==> src/rtl/pmc_pkg.sv <==
package pmc_pkg;

  typedef enum logic [1:0] {
    MODE_RUN   = 2'd0,
    MODE_DOZE  = 2'd1,
    MODE_NAP   = 2'd2,
    MODE_SLEEP = 2'd3
  } pmc_mode_e;

  typedef enum logic [2:0] {
    ST_RUN,
    ST_ENTER,
    ST_LOW,
    ST_PLL_WAIT,
    ST_RESUME
  } pmc_state_e;

  localparam int unsigned NUM_UNITS  = 3;
  localparam int unsigned UNIT_CORE  = 0;
  localparam int unsigned UNIT_CACHE = 1;
  localparam int unsigned UNIT_PLL   = 2;

  localparam int unsigned NUM_SRC = 3;
  localparam int unsigned SRC_IRQ  = 0;
  localparam int unsigned SRC_SW   = 1;
  localparam int unsigned SRC_IDLE = 2;

  // units kept alive while resting in a mode, bit index = UNIT_*
  function automatic logic [NUM_UNITS-1:0] keep_mask(pmc_mode_e m);
    logic [NUM_UNITS-1:0] k;
    k = '0;
    case (m)
      MODE_RUN:   k = '1;
      MODE_DOZE:  begin k[UNIT_CACHE] = 1'b1; k[UNIT_PLL] = 1'b1; end
      MODE_NAP:   k[UNIT_PLL] = 1'b1;
      default:    k = '0;
    endcase
    return k;
  endfunction

  // wake sources honoured per mode, bit index = SRC_*
  function automatic logic [NUM_SRC-1:0] wake_mask(pmc_mode_e m);
    logic [NUM_SRC-1:0] a;
    a = '0;
    case (m)
      MODE_DOZE:  begin a[SRC_IRQ] = 1'b1; a[SRC_SW] = 1'b1; end
      MODE_NAP:   begin a[SRC_IRQ] = 1'b1; a[SRC_IDLE] = 1'b1; end
      MODE_SLEEP: a[SRC_IRQ] = 1'b1;
      default:    a = '0;
    endcase
    return a;
  endfunction

endpackage

==> src/rtl/pmc_wake_qual.sv <==
module pmc_wake_qual
  import pmc_pkg::*;
(
  input  logic                 armed_i,
  input  pmc_mode_e            mode_i,
  input  logic [NUM_SRC-1:0]   src_i,
  output logic                 wake_o
);

  logic [NUM_SRC-1:0] allow;
  logic [NUM_SRC-1:0] hit;

  assign allow = wake_mask(mode_i);

  for (genvar b = 0; b < NUM_SRC; b++) begin : g_src
    assign hit[b] = src_i[b] & allow[b];
  end

  assign wake_o = armed_i & (|hit);

endmodule

==> src/rtl/pmc_unit_en.sv <==
module pmc_unit_en
  import pmc_pkg::*;
(
  input  pmc_state_e           state_i,
  input  pmc_mode_e            mode_i,
  output logic [NUM_UNITS-1:0] en_o
);

  logic [NUM_UNITS-1:0] keep;

  assign keep = keep_mask(mode_i);

  for (genvar u = 0; u < NUM_UNITS; u++) begin : g_unit
    logic en;
    always_comb begin
      case (state_i)
        ST_LOW:      en = keep[u];
        ST_PLL_WAIT: en = (u == UNIT_PLL);   // clock generator first
        ST_RESUME:   en = (u != UNIT_CORE);  // core last
        default:     en = 1'b1;
      endcase
    end
    assign en_o[u] = en;
  end

endmodule

==> src/rtl/pmc_resume_cnt.sv <==
module pmc_resume_cnt #(
  parameter int unsigned CNT_W = 5
) (
  input  logic             clk_i,
  input  logic             rst_ni,
  input  logic             load_i,
  input  logic [CNT_W-1:0] val_i,
  output logic             zero_o
);

  logic [CNT_W-1:0] cnt_q;

  always_ff @(posedge clk_i or negedge rst_ni) begin
    if (!rst_ni)              cnt_q <= '0;
    else if (load_i)          cnt_q <= val_i;
    else if (cnt_q != '0)     cnt_q <= cnt_q - 1'b1;
  end

  assign zero_o = (cnt_q == '0);

endmodule

==> src/rtl/pwr_sleep_ctrl.sv <==
module pwr_sleep_ctrl
  import pmc_pkg::*;
#(
  parameter int unsigned ENTRY_CYC = 3,
  parameter int unsigned DOZE_LAT  = 2,
  parameter int unsigned NAP_LAT   = 6,
  parameter int unsigned SLEEP_LAT = 10,
  parameter int unsigned PLL_TMO   = 20
) (
  input  logic       clk_i,
  input  logic       rst_ni,
  input  logic       req_valid_i,
  input  logic [1:0] req_mode_i,
  input  logic       ext_irq_i,
  input  logic       sw_wake_i,
  input  logic       idle_expire_i,
  input  logic       pll_lock_i,
  output logic       core_en_o,
  output logic       cache_en_o,
  output logic       pll_en_o,
  output logic [1:0] mode_o
);

  localparam int unsigned MAX_A   = (ENTRY_CYC > DOZE_LAT) ? ENTRY_CYC : DOZE_LAT;
  localparam int unsigned MAX_B   = (NAP_LAT > SLEEP_LAT) ? NAP_LAT : SLEEP_LAT;
  localparam int unsigned MAX_C   = (MAX_A > MAX_B) ? MAX_A : MAX_B;
  localparam int unsigned MAX_CNT = (MAX_C > PLL_TMO) ? MAX_C : PLL_TMO;
  localparam int unsigned CNT_W   = $clog2(MAX_CNT + 1);

  localparam logic [CNT_W-1:0] LD_ENTRY = CNT_W'(ENTRY_CYC - 1);
  localparam logic [CNT_W-1:0] LD_DOZE  = CNT_W'(DOZE_LAT - 1);
  localparam logic [CNT_W-1:0] LD_NAP   = CNT_W'(NAP_LAT - 1);
  localparam logic [CNT_W-1:0] LD_SLEEP = CNT_W'(SLEEP_LAT - 1);
  localparam logic [CNT_W-1:0] LD_TMO   = CNT_W'(PLL_TMO - 1);

  pmc_state_e state_q, state_d;
  pmc_mode_e  tgt_q, tgt_d;
  pmc_mode_e  req_mode;

  logic             cnt_load;
  logic [CNT_W-1:0] cnt_val;
  logic             cnt_zero;
  logic             wake;
  logic [NUM_SRC-1:0]   src;
  logic [NUM_UNITS-1:0] unit_en;

  assign req_mode = pmc_mode_e'(req_mode_i);

  always_comb begin
    src           = '0;
    src[SRC_IRQ]  = ext_irq_i;
    src[SRC_SW]   = sw_wake_i;
    src[SRC_IDLE] = idle_expire_i;
  end

  pmc_wake_qual i_wake_qual (
    .armed_i (state_q == ST_LOW),
    .mode_i  (tgt_q),
    .src_i   (src),
    .wake_o  (wake)
  );

  pmc_resume_cnt #(.CNT_W(CNT_W)) i_resume_cnt (
    .clk_i  (clk_i),
    .rst_ni (rst_ni),
    .load_i (cnt_load),
    .val_i  (cnt_val),
    .zero_o (cnt_zero)
  );

  always_comb begin
    state_d  = state_q;
    tgt_d    = tgt_q;
    cnt_load = 1'b0;
    cnt_val  = '0;
    case (state_q)
      ST_RUN: begin
        // an interrupt alongside the request also blocks entry
        if (req_valid_i && req_mode != MODE_RUN && !ext_irq_i) begin
          state_d  = ST_ENTER;
          tgt_d    = req_mode;
          cnt_load = 1'b1;
          cnt_val  = LD_ENTRY;
        end
      end
      ST_ENTER: begin
        if (ext_irq_i)     state_d = ST_RUN;
        else if (cnt_zero) state_d = ST_LOW;
      end
      ST_LOW: begin
        if (wake) begin
          cnt_load = 1'b1;
          if (tgt_q == MODE_SLEEP) begin
            state_d = ST_PLL_WAIT;
            cnt_val = LD_TMO;
          end else begin
            state_d = ST_RESUME;
            cnt_val = (tgt_q == MODE_NAP) ? LD_NAP : LD_DOZE;
          end
        end
      end
      ST_PLL_WAIT: begin
        if (pll_lock_i || cnt_zero) begin
          state_d  = ST_RESUME;
          cnt_load = 1'b1;
          cnt_val  = LD_SLEEP;
        end
      end
      ST_RESUME: begin
        if (cnt_zero) state_d = ST_RUN;
      end
      default: state_d = ST_RUN;
    endcase
  end

  always_ff @(posedge clk_i or negedge rst_ni) begin
    if (!rst_ni) begin
      state_q <= ST_RUN;
      tgt_q   <= MODE_RUN;
    end else begin
      state_q <= state_d;
      tgt_q   <= tgt_d;
    end
  end

  pmc_unit_en i_unit_en (
    .state_i (state_q),
    .mode_i  (tgt_q),
    .en_o    (unit_en)
  );

  assign core_en_o  = unit_en[UNIT_CORE];
  assign cache_en_o = unit_en[UNIT_CACHE];
  assign pll_en_o   = unit_en[UNIT_PLL];
  assign mode_o     = (state_q == ST_RUN || state_q == ST_ENTER) ? MODE_RUN : tgt_q;

endmodule

==> config.mk <==
export PLATFORM = sky130hd
export DESIGN_NAME = pwr_sleep_ctrl
export DESIGN_NICKNAME = d
export VERILOG_FILES = /design/src/rtl/pmc_pkg.sv /design/src/rtl/pmc_wake_qual.sv /design/src/rtl/pmc_unit_en.sv /design/src/rtl/pmc_resume_cnt.sv /design/src/rtl/pwr_sleep_ctrl.sv
export SDC_FILE = /design/constraint.sdc
export NUM_CORES = 1
export LEC_CHECK = 0
export BUFFER_PORTS_ARGS = -buffer_cell sky130_fd_sc_hd__buf_2
export CAP_MARGIN = 20
export CORE_MARGIN = 1
export CORE_UTILIZATION = 51
export DETAILED_ROUTE_END_ITERATION = 8
export GPL_ROUTABILITY_DRIVEN = 0
export GPL_TIMING_DRIVEN = 0
export HOLD_SLACK_MARGIN = 0.15
export MAX_ROUTING_LAYER = met4
export PLACE_DENSITY_LB_ADDON = 0.05
export RECOVER_POWER = 100
export REMOVE_ABC_BUFFERS = 1
export SYNTH_ARGS = -nofsm -noshare
export SYNTH_HDL_FRONTEND = slang
export SYNTH_SLANG_ARGS = --single-unit
==> constraint.sdc <==
create_clock -name clk_i -period 1.8 [get_ports clk_i]
set_input_delay 0 -clock clk_i [delete_from_list [all_inputs] [get_ports clk_i]]
set_output_delay 0 -clock clk_i [all_outputs]
set_load 0.01 [all_outputs]
After elaboration in Yosys (flattened, before gate mapping)
Cells that the tools add are included.
{ "totals": {"ff_bits": 10, "out_inout_bits": 5, "wordCells": 68} }
{ "op_classes": {"n_addsub": 1, "eq_ne": 12, "muxes": 30, "bitwise": 4, "n_reduce_logical": 18} }
{ "op_table": {"columns": ["op", "n"], "rows": [
  ["$mux 3", 8],
  ["$mux 5", 4],
  ["$pmux 3 s5", 1],
  ["$pmux 5 s3", 1],
  ["$mux 1", 10],
  ["$reduce_or 3->1", 3],
  ["$ne 2x2->1 const B", 4],
  ["$eq 3x2->1 const B", 2],
  ["$logic_not 5->1", 1],
  ["$reduce_and 5->1", 1],
  ["$reduce_bool 5->1", 1],
  ["$sub 5x1->5 const B", 1],
  ["$and 1x1->1", 4],
  ["$eq 2x2->1 const B", 2],
  ["$mux 2", 2],
  ["$mux 4", 1],
  ["$pmux 1 s2", 2],
  ["$reduce_bool 2->1", 2],
  ["$reduce_or 2->1", 2],
  ["$eq 3x1->1 const B", 1],
  ["$eq 3x3->1 const B", 1],
  ["$logic_not 3->1", 1],
  ["$ne 3x3->1 const B", 1],
  ["$pmux 1 s3", 1],
  ["other kinds (6)", 8]
]} }

Depth between registers and ports, before layout
{ "depth": {"word_depth": 9, "mapped_depth": 6, "ltp_nobuf": 6} }

Modules after synthesis
A second synthesis with hierarchy kept.
{ "unflattened": {"hier_cells": 78, "area_unflattened_um2": 730.7} }
{ "by_module_without_submodules": {"columns": ["mod", "n_inst", "cells_per_inst", "area_each_um2", "seq_area_each_um2"], "rows": [
  ["pwr_sleep_ctrl", 1, 37, 350.3, 125.1],
  ["pmc_resume_cnt", 1, 27, 279.0, 125.1],
  ["pmc_unit_en", 1, 9, 65.1, 0.0],
  ["pmc_wake_qual", 1, 5, 36.3, 0.0]
]} }

Worst setup path after synthesis
No wires, ideal clock.
{ "synth_path": {"path_type": "register -> register", "from": "register i_resume_cnt.cnt_q[0]", "to": "register i_resume_cnt.cnt_q[3]", "setup_time_ns": 0.148, "arrival_ns": 1.455, "slack_ns": 0.198, "stages_incl_launch_ff": 7, "synth_period_minus_slack_ns": 1.602, "path_cell_list": "dfrtp_1 inv_1 ha_1 nor4b_4 o31ai_4 o21ai_2 o32ai_1"} }
{ "synth_via": {"elab_chain_len": 5, "elab_cells_between_ends": 11, "cone_classes": "add/sub: 1; mux: 6; reduce/logical: 4"} }
{ "synth_rtl": {"columns": ["element", "line", "source"], "rows": [
  ["start: declaration", "pmc_resume_cnt.sv:11", "logic [CNT_W-1:0] cnt_q;"],
  ["start signal: assignment", "pmc_resume_cnt.sv:15", "else if (load_i) cnt_q <= val_i;"],
  ["start signal: assignment", "pmc_resume_cnt.sv:16", "else if (cnt_q != '0) cnt_q <= cnt_q - 1'b1;"],
  ["parallel branches: the longest is 5 deep, another holds $sub 5x1->5", null, null]
]} }
Several ways; the timed one is not identified. The select of a mux whose other input is x is not followed.
A chain may end at the register's enable or synchronous reset.

Final worst setup path
Ends and elaborated chain as after synthesis.

==> results.ini <==
[outcome]
status = completed

[sta]
fmaxAchievable_mhz = 586
fin_skew_ns = 0.00462
setup_viol = 0
max-slew-margin-rel_pct = 69.0
holdWs_ns = 0.183
slew_violations = 0
post-route-period-util_pct = 94.8
worstMarginPinSlew_ns = 0.463
rsz0062_at_grt = yes
hold_viol_final = 0
period_minus_slack_ns = 1.71

[synthesis]
synthArstFlopShare_pct = 100
yosysTopAreaCell = dfrtp_1
synth_cell_types = 37
syn-mean-instance-area_um2 = 9.24
synth_top_cell_area_share_pct = 35.7
yosys_register_bits = 10
ys_seq_area_share_pct = 35.7
synth_most_common_cell = dfrtp_1
ys_warn_count = 0
synth-main-ff-cell = dfrtp_1
synth_edf_count = 0
synth_top_cells_by_count = 10 x dfrtp_1, 7 x nand2_1, 6 x inv_1, 6 x nor2_1, 4 x o21ai_0
synth.area.top_cells = dfrtp_1 36%, mux2_2 4.8%, nand2_1 3.7%
synthesis.area_um2 = 702
syn_inst = 76

[worst_hold_path]
worstHoldStart = req_valid_i
min_path_type = in -> reg

[power_and_ir_drop]
power_density_nw_per_um2 = 1630
finalPower_mw = 1.46
leakage_nw = 0.395
vdd_ir_drop_max_mv = 0.986

[route]
via_per_inst = 5.63
num_vias = 648
detail_route.wl_per_cell_um = 14.1
wl_mm = 1.62
drt_iter0_markers = 19
drc = 0
firstDrtPassIters = 4
ant_nets = 0

[cts]
htree_levels = 1
clock-sinks = 10
cts-buffers-inserted = 3
worstSkewPairLatency_ns = 0.27
cts_tree = yes
cts_max_path_buffers = 2
clock-root-buffer = clkbuf_4
clkTransAtPathRegs_ns = 0.07

[final_layout]
nets = 112
antenna_cells = 0
fillers = 103
area_growth_pct = 27.8
drive_above_1_share_pct = 23.0
stdcell_count = 115

[global_routing]
grt_max_degree = 11
grtUsageTotal_pct = 27.1
antenna_found_initial = 0
grt_pass1_vias = 565
overflow = 0
grt_pass1_wl_mm = 2.60

[floorplanning]
design.core.area_um2 = 1280
die_w_um = 39.1
dieArea_um2 = 1530
start_util_pct = 54.6
ios = 14
rows = 13
die_height_um = 39.1

[setup_path]
rr_endpoint = i_resume_cnt.cnt_q[3]
critPathKind = reg -> reg
end_kind = flip-flop
cp-endpoint = i_resume_cnt.cnt_q[3]
worst_setup_path_start_kind = flip-flop
rrSetupSlack_ns = 0.09
required_ns = 1.98
crit_start = i_resume_cnt.cnt_q[0]
crit_fanout = 6
worst_ep_arrival_time_ns = 1.89
rr_startpoint = i_resume_cnt.cnt_q[0]
rr_worst_depth = 7

[run]
cap_violations = 0

[placed_design]
dp.cells = 100
dp_hpwl_mm = 1.11
io_buffers = 13

worst min path at each step:
stage                                  to  depth (start not counted)
finish              i_resume_cnt.cnt_q[0]                          4
global route        i_resume_cnt.cnt_q[0]                          4
CTS                 i_resume_cnt.cnt_q[0]                          4
detailed placement  i_resume_cnt.cnt_q[3]                          1
global placement    i_resume_cnt.cnt_q[2]                          1
floorplan           i_resume_cnt.cnt_q[0]                          0
worst max-delay path: stages (launching register included):
cell	delay, ns
dfrtp_1	0.38
inv_1	0.08
ha_1	0.23
nor4b_4	0.13
buf_4	0.17
o31ai_4	0.24
o21ai_2	0.13
o32ai_1	0.26
flip-flops by register name (all words and copies together) (netlist names):
signal and count:
i_resume_cnt.cnt_q 5, state_q 3, tgt_q 2
cell type report:
| class | count | area (um2) | share of cell area [%] |
|---|---|---|---|
| Multi-Input combinational cell | 56 | 410 | 45.7 |
| Clock buffer | 4 | 36.3 | 4.04 |
| Timing Repair Buffer | 24 | 159 | 17.7 |
| Inverter | 6 | 22.5 | 2.51 |
| Tap cell | 15 | 18.8 | 2.09 |
| Sequential cell | 10 | 250 | 27.9 |
cell families (layout without fill, tap and decap cells):
| kind of cell | count (synthesis) | count (layout) | synth area share (%) |
|---|---|---|---|
| and+or+nand+nor | 26 | 26 | 20.7 |
| AOI/OAI and AO/OA | 20 | 20 | 23.0 |
| DFF | 10 | 10 | 35.7 |
| buffers and inverters | 10 | 34 | 5.88 |
| xor gates and xnor gates | 4 | 4 | 4.99 |
| muxes | 4 | 4 | 6.24 |
| adders and majority gates | 2 | 2 | 3.56 |
per-layer routing:
| metal | vias up | GRT usage, % | share of wire, % |
|---|---|---|---|
| met4 | 0 | 7.76 | 0.62 |
| met5 | - | - | 0 |
| met3 | 2 | 8.67 | 5.0 |
| li1 | 327 | - | - |
| met2 | 22 | 40.8 | 50 |
| met1 | 297 | 34.8 | 44 |
report_power, final:
group / leakage [nW] / switching, mW / internal [mW]
Sequential: 0.125 / 0.162 / 0.330
Clock: 0.0210 / 0.0862 / 0.123
Combinational: 0.248 / 0.376 / 0.384
Total: 0.395 / 0.624 / 0.837
stage by stage:
| stage | instance area, um2 | worst slack, ns | setup TNS, ns | utilization (%) |
|---|---|---|---|---|
| after detailed placement | 767 | -0.108 | -0.366 | 59.7 |
| final | 897 | 0.0935 | 0 | 69.8 |
| after CTS | 903 | 0.0820 | 0 | 70.3 |
| after floorplan | 683 | 0.198 | 0 | - |
| after global placement | 767 | -0.0509 | -0.157 | 59.7 |
| after global routing | 897 | -0.0404 | -0.0537 | 69.8 |
cell usage in the layout (no fill, tap or decap), types with 2 or more instances in the layout:
master / synthesis / final
dfrtp_1: 10 / 10
buf_2: 2 / 8
nand2_1: 7 / 7
dlygate4sd3_1: 0 / 7
inv_1: 6 / 6
nor2_1: 6 / 6
clkbuf_1: 1 / 5
o21ai_0: 4 / 4
buf_4: 0 / 4
nor3_1: 3 / 3
mux2_2: 3 / 3
a311oi_1: 3 / 3
xnor2_1: 3 / 3
clkbuf_4: 0 / 3
nor2b_1: 2 / 2
ha_1: 2 / 2
what timing repair did:
action,4_1_cts,5_1_grt
hold endpoints to repair,18,0
setup endpoints to repair,6,2
hold buffers,7,0
setup buffers,4,0
gates resized for setup,0,1
pin swaps,0,0
Note: power is estimated with default switching activity, not from simulation.
